$ cat config.mk
export PLATFORM = sky130hd
export DESIGN_NAME = tdp_col_track
export DESIGN_NICKNAME = d
export VERILOG_FILES = /design/src/rtl/tdp_pkg.sv /design/src/rtl/tdp_col_track.sv
export SDC_FILE = /design/constraint.sdc
export NUM_CORES = 1
export LEC_CHECK = 0
export BUFFER_PORTS_ARGS = -buffer_cell sky130_fd_sc_hd__clkbuf_2
export CELL_PAD_IN_SITES_DETAIL_PLACEMENT = 1
export CELL_PAD_IN_SITES_GLOBAL_PLACEMENT = 1
export CORE_UTILIZATION = 37
export CTS_CLUSTER_SIZE = 30
export DETAILED_ROUTE_END_ITERATION = 7
export HOLD_SLACK_MARGIN = 0.03
export PLACE_DENSITY = 0.85
export SLEW_MARGIN = 0
export SYNTH_ARGS = -nofsm -noshare
export SYNTH_HDL_FRONTEND = slang
export SYNTH_SLANG_ARGS = --single-unit
$ cat constraint.sdc
create_clock -name clk_i -period 5.8 [get_ports clk_i]
set_input_delay 0.29 -clock clk_i [delete_from_list [all_inputs] [get_ports clk_i]]
set_output_delay 0.29 -clock clk_i [all_outputs]
set_load 0.05 [all_outputs]
$ cat src/rtl/tdp_pkg.sv
package tdp_pkg;

  typedef enum logic [2:0] {
    ST_OK      = 3'd0,
    ST_DATA    = 3'd1,
    ST_ROW_PAR = 3'd2,
    ST_COL_PAR = 3'd3,
    ST_MULTI   = 3'd4
  } tdp_status_e;

  // saturating 0,1,2+ failure counter
  function automatic logic [1:0] sat_inc(input logic [1:0] v);
    return (v == 2'd2) ? 2'd2 : v + 2'd1;
  endfunction

endpackage

$ cat src/rtl/tdp_col_track.sv
module tdp_col_track #(
  parameter int WORD_W = 16,
  parameter int COL_W  = 4
) (
  input  logic              clk_i,
  input  logic              rst_ni,
  input  logic              vld_i,
  input  logic              first_i,
  input  logic [WORD_W-1:0] word_i,
  input  logic [WORD_W-1:0] par_i,
  output logic [WORD_W-1:0] gen_par_o,
  output logic [1:0]        fail_cnt_o,
  output logic [COL_W-1:0]  fail_idx_o
);
  import tdp_pkg::*;

  logic [WORD_W-1:0] acc_q, acc_nxt, fail_vec;

  for (genvar j = 0; j < WORD_W; j++) begin : g_col
    assign acc_nxt[j]   = (first_i ? 1'b0 : acc_q[j]) ^ word_i[j];
    assign gen_par_o[j] = ~acc_nxt[j];
    assign fail_vec[j]  = ~(acc_nxt[j] ^ par_i[j]);
  end

  // lowest failing column and saturated count
  always_comb begin
    fail_cnt_o = 2'd0;
    fail_idx_o = '0;
    for (int j = WORD_W - 1; j >= 0; j--) begin
      if (fail_vec[j]) begin
        fail_idx_o = COL_W'(j);
        fail_cnt_o = sat_inc(fail_cnt_o);
      end
    end
  end

  always_ff @(posedge clk_i or negedge rst_ni) begin
    if (!rst_ni)    acc_q <= '0;
    else if (vld_i) acc_q <= acc_nxt;
  end

endmodule

* Yosys cells after proc, flatten, opt, wreduce, memory -nomap -nowiden *
Cells that the tools add are included.

cells by class
  $add $sub $neg = 15
  equal/unequal tests = 15
  multiplexer cells = 63
  bitwise logic cells = 48

operators with widths
  kind                                          count
  two-way mux 4 bit                             16
  two-way mux 2 bit                             30
  bitwise XOR 1 bit                             32
  adder 2 x 1 -> 2 bit (second input constant)  15
  equality test 2 bit (second input constant)   15
  two-way mux 1 bit                             17
  NOT 1 bit                                     16

word-level totals
  register bits after elaboration = 16
  input bits = 36
  output and inout port bits = 22
  logic and storage cells = 142

* Logic depth before layout (Yosys ltp) *
  depth after elaboration = 49
  gate-level depth with buffers = 29
  mapped depth without buffers = 26

* Worst setup path before layout *
No wires, ideal clock.

  path kind = input to output
  start point = input first_i
  end point = output fail_cnt_o[0]
  arrival = 6.626 ns
  data required time = 5.510 ns
  setup slack = -1.116 ns
  stages = 27
  buffers on the path = 2
  cell sequence = clkbuf_1 > nor2b_1 > xnor2_1 > xor2_1 > ha_1 > nor2b_1 > nand2_1 > mux2i_1 > a2111oi_4 > or2_1 > buf_2 > nor3_1 > a211oi_2 > nand2_1 > o311a_1 > or3_4 > and2_4 > a221o_1 > o21ai_2 > and2_1 > o221ai_2 > o31ai_1 > nor2_1 > a31oi_1 > ha_1 > nand2_1 > o21ai_1

between the ends
  cells in the longest elaborated chain, start to end = 49
  elaborated cells on any way between the ends = 109
  classes of those cells = add/sub: 15; eq/ne: 15; mux: 47; bitwise: 32

RTL lines
  item                                                                line                 source
  start, declared                                                     tdp_col_track.sv:8   input logic first_i,
  two-way mux 1 bit                                                   tdp_col_track.sv:20  assign acc_nxt[j] = (first_i ? 1'b0 : acc_q[j]) ^ word_i[j];
  bitwise XOR 1 bit                                                   tdp_col_track.sv:20
  bitwise XOR 1 bit                                                   tdp_col_track.sv:22  assign fail_vec[j] = ~(acc_nxt[j] ^ par_i[j]);
  two-way mux 1 bit                                                   tdp_col_track.sv:30  if (fail_vec[j]) begin
  adder 2 x 1 -> 2 bit / equality test 2 bit (equally long branches)  tdp_pkg.sv:13        return (v == 2'd2) ? 2'd2 : v + 2'd1;
  two-way mux 2 bit                                                   tdp_pkg.sv:13
  two-way mux 2 bit                                                   tdp_col_track.sv:30
  adder 2 x 1 -> 2 bit / equality test 2 bit (equally long branches)  tdp_pkg.sv:13
  [33 not listed]                                                     n/a
  two-way mux 2 bit                                                   tdp_pkg.sv:13
  two-way mux 2 bit                                                   tdp_col_track.sv:30
  adder 2 x 1 -> 2 bit / equality test 2 bit (equally long branches)  tdp_pkg.sv:13
  two-way mux 2 bit                                                   tdp_pkg.sv:13
  two-way mux 2 bit                                                   tdp_col_track.sv:30
  adder 2 x 1 -> 2 bit / equality test 2 bit (equally long branches)  tdp_pkg.sv:13
  two-way mux 2 bit                                                   tdp_pkg.sv:13
  two-way mux 2 bit (*)                                               tdp_col_track.sv:30
  end, declared                                                       tdp_col_track.sv:12  output logic [1:0] fail_cnt_o,

Mark *: on every way between the ends. The rest lies on a longest branch, timed or not.

* Worst setup path in the final report *
  start point = register acc_q[15]
  end point = output fail_cnt_o[1]

between the ends
  cells in the longest elaborated chain, start to end = 49
  elaborated cells on any way between the ends = 64
  classes of those cells = add/sub: 15; eq/ne: 15; mux: 32; bitwise: 2

RTL lines
  item                                                                line                 source
  start, declared                                                     tdp_col_track.sv:17  logic [WORD_W-1:0] acc_q, acc_nxt, fail_vec;
  start signal, assigned                                              tdp_col_track.sv:39  else if (vld_i) acc_q <= acc_nxt;
  two-way mux 1 bit (*)                                               tdp_col_track.sv:20
  bitwise XOR 1 bit (*)                                               tdp_col_track.sv:20
  bitwise XOR 1 bit (*)                                               tdp_col_track.sv:22
  two-way mux 1 bit (*)                                               tdp_col_track.sv:30
  adder 2 x 1 -> 2 bit / equality test 2 bit (equally long branches)  tdp_pkg.sv:13
  two-way mux 2 bit                                                   tdp_pkg.sv:13
  two-way mux 2 bit (*)                                               tdp_col_track.sv:30
  adder 2 x 1 -> 2 bit / equality test 2 bit (equally long branches)  tdp_pkg.sv:13
  [33 not listed]                                                     n/a
  two-way mux 2 bit                                                   tdp_pkg.sv:13
  two-way mux 2 bit (*)                                               tdp_col_track.sv:30
  adder 2 x 1 -> 2 bit / equality test 2 bit (equally long branches)  tdp_pkg.sv:13
  two-way mux 2 bit                                                   tdp_pkg.sv:13
  two-way mux 2 bit (*)                                               tdp_col_track.sv:30
  adder 2 x 1 -> 2 bit / equality test 2 bit (equally long branches)  tdp_pkg.sv:13
  two-way mux 2 bit                                                   tdp_pkg.sv:13
  two-way mux 2 bit (*)                                               tdp_col_track.sv:30

Marked as above.

==> results.cfg <==
[flow_run]
max-cap-violations = 0

[timing]
timing.final.ws_setup_ns = -1.14
min_period_ns = 6.94
worst_pin_slew_ns = 1.30
finalHoldViolCount = 0
fmax_ghz = 0.144
finalCritPeriodShare_pct = 120
rsz0062_at_grt = yes
slew_viol_final = 0
skew_ns = 0
finalSetupViolCount = 2
slew_headroom_pct = 12.7

[cts]
root_buffer = clkbuf_8
clk_pin_slew_ns = 0.08
htree_levels = 1
cts_made_buffers = 3
cts_tree = built
cts.sinks = 16
cts_buffer_depth = 2
worstSkewPairLatency_ns = 0.26

[synth]
synth_async_sr_flop_share_pct = 100
ys_seq_area_share_pct = 14.2
yosys.area.top_type = dfrtp_1
yosys_warnings = 0
synth-seq-cells = 16
syn_area_um2 = 2810
syn_avg_cell_area_um2 = 7.58
synth_top_area_share_pct = 14.2
synthesis.nets = 413
yosys.cell_types.count = 77
synth_edf_count = 0
syn_inst = 371
netlist_top_cells_area = dfrtp_1 14%, xnor2_1 11%, nor2_1 6.8%
ys.flop_type = dfrtp_1

[routing]
post_drt_via_cell_ratio = 6.90
via_count = 4169
wirelength_um = 17400
ant_nets = 0
drc = 0
drtPass1Iterations = 5
wl_per_cell_um = 28.8
first_iter_violations = 323

[floorplanning]
dieArea_um2 = 7960
fp.dieH_um = 89.2
die_w_um = 89.2
initial_core_util_pct = 38.6
core_um2 = 7290
ios = 58
rows = 31

[critical_path]
critical_path.endpoint_type = primary output
worstSetupStartpointType = flip-flop
crit_type = reg -> out
crit_buf_inv = 5
critPathArrivalTime_ns = 6.65
slowest_delay_ns = 0.43
cp_slowest_cell = or3_4
crit_path_frequent_cell = buf_4
critical_path.top_delay_family = compound AO/OA/AOI/OAI gates
required_ns = 5.51
critPathMaxFanout = 7

[grt]
antenna_found_initial = 0
grt_pass1_vias = 4289
grt_max_degree = 33
gr-usage-all-layers_pct = 39.7
grt_pass1_wl_um = 23500
globalRouteOverflowTotal = 0

[final_layout]
area_growth_pct = 60.0
largest_register_ffs = 16
fin_nets = 549
largest_register = acc_q
drive_above_1_share_pct = 48.9
diodes = 0
reg_top3 = acc_q: 16 flops

[placement]
post-dp-hpwl_um = 8890
place_congestion = 0.921
pre_cts_slack_ns = -0.830
port_buffers = 57

[outcome]
violations = setup timing
outcome = complete, but fails checks

[worst_hold_path]
hp-class = in -> reg
-- cells in the final DEF, fill, tap and decap left out, types with 3 or more instances in the layout --
| cell type | instances |
|---|---|
| a211oi_1 | 3 |
| a211oi_2 | 4 |
| a21oi_1 | 31 |
| a31oi_1 | 7 |
| a32oi_2 | 3 |
| and2_4 | 3 |
| buf_4 | 83 |
| clkbuf_2 | 55 |
| clkbuf_8 | 3 |
| dfrtp_1 | 16 |
| ha_4 | 4 |
| nand2_1 | 22 |
| nand3_1 | 13 |
| nand3b_1 | 3 |
| nand4_1 | 3 |
| nor2_1 | 47 |
| nor2_2 | 3 |
| nor2b_1 | 10 |
| nor2b_4 | 6 |
| nor3_1 | 3 |
| nor3_2 | 3 |
| o211ai_1 | 4 |
| o21ai_0 | 9 |
| o21ai_1 | 6 |
| o21ai_2 | 9 |
| o31ai_4 | 3 |
| or2_1 | 3 |
| xnor2_1 | 30 |
| xnor2_2 | 5 |
| xnor2_4 | 4 |
| xor2_1 | 14 |
-- area by class of cell --
class	instances	area (um2)
Sequential cell	16	400
Inverter	2	7.51
Clock buffer	3	41.3
Timing Repair Buffer	142	950
Multi-Input combinational cell	342	2980
Fill cell	872	2790
Tap cell	99	124
-- logic make-up (layout without fill, tap and decap cells) --
| logic type | Yosys count | after routing | share of synthesized area, % |
|---|---|---|---|
| buffers and inverters | 13 | 147 | 2.40 |
| adder cells (fa/ha/maj) | 6 | 6 | 2.67 |
| XOR/XNOR | 56 | 56 | 18.8 |
| AND/OR/NAND/NOR | 146 | 146 | 26.6 |
| flip-flops | 16 | 16 | 14.2 |
| AO/OA/AOI/OAI | 129 | 129 | 33.5 |
| multiplexers | 5 | 5 | 1.87 |
-- Yosys cell counts (3+ instances only) --
cell	n
o21ai_0	14
nand4_1	3
xnor2_2	3
o31ai_1	5
o211ai_1	4
nand3_1	14
nand2_1	24
nand2b_1	3
a21oi_1	35
nor2b_1	15
mux2i_1	3
dfrtp_1	16
o2111ai_1	4
or2_1	5
nor4_1	3
nor3_1	7
a32oi_1	3
a211oi_1	6
o21ai_1	9
nand3b_1	3
o21a_1	3
xnor2_1	36
ha_1	6
and2_1	3
clkbuf_1	5
nor2_1	51
xor2_1	15
a31oi_1	9
o22ai_1	3
-- through the flow --
| step | hold slack (ns) | setup TNS (ns) | std cells | instance area, um2 | utilization (%) |
|---|---|---|---|---|---|
| final | 0.449 | -2.12 | 604 | 4500 | 61.7 |
| after global placement | 0.228 | -0.631 | 573 | 3790 | 51.9 |
| after global routing | 0.446 | -2.49 | 604 | 4500 | 61.7 |
| after CTS | 0.403 | -0.978 | 599 | 4270 | 58.5 |
| after detailed placement | 0.231 | -1.53 | 573 | 3790 | 51.9 |
| after floorplan | -0.00559 | 0 | 371 | 3020 | - |
-- per-layer routing --
layer | up-vias | track usage, % | share of wire (%)
met5 | - | 0 | 0
li1 | 1658 | - | -
met1 | 2004 | 43.7 | 35
met4 | 0 | 23.2 | 8.3
met2 | 352 | 71.8 | 48
met3 | 155 | 6.83 | 8.9
-- worst min-delay path: stages --
cell      delay, ns
clkbuf_2       0.13
xnor2_1        0.17
a21oi_1        0.09
-- what timing repair did --
action | CTS | global route
hold buffers | 1 | 0
hold endpoints to repair | 16 | 0
resized for setup | 50 | 36
pin swaps | 33 | 19
setup buffers | 22 | 5
endpoints found under the setup margin | 2 | 2
-- path summary, 6_finish.rpt --
kind	from	to	slack, ns	cells past startpoint
min in group asynchronous	rst_ni	acc_q[11]$_DFFE_PN0P_	0.50	2
hold / removal	word_i[11]	acc_q[11]$_DFFE_PN0P_	0.45	3
hold reg to reg	acc_q[1]$_DFFE_PN0P_	acc_q[1]$_DFFE_PN0P_	0.57	2
max in group asynchronous	rst_ni	acc_q[2]$_DFFE_PN0P_	4.98	2
setup reg to reg	acc_q[8]$_DFFE_PN0P_	acc_q[8]$_DFFE_PN0P_	4.12	3
setup / recovery	acc_q[15]$_DFFE_PN0P_	fail_cnt_o[1]	-1.14	29
Power is left out: the tool's default activity adds up to more than one toggle a clock period on the data nets, which glitch-free logic cannot reach.
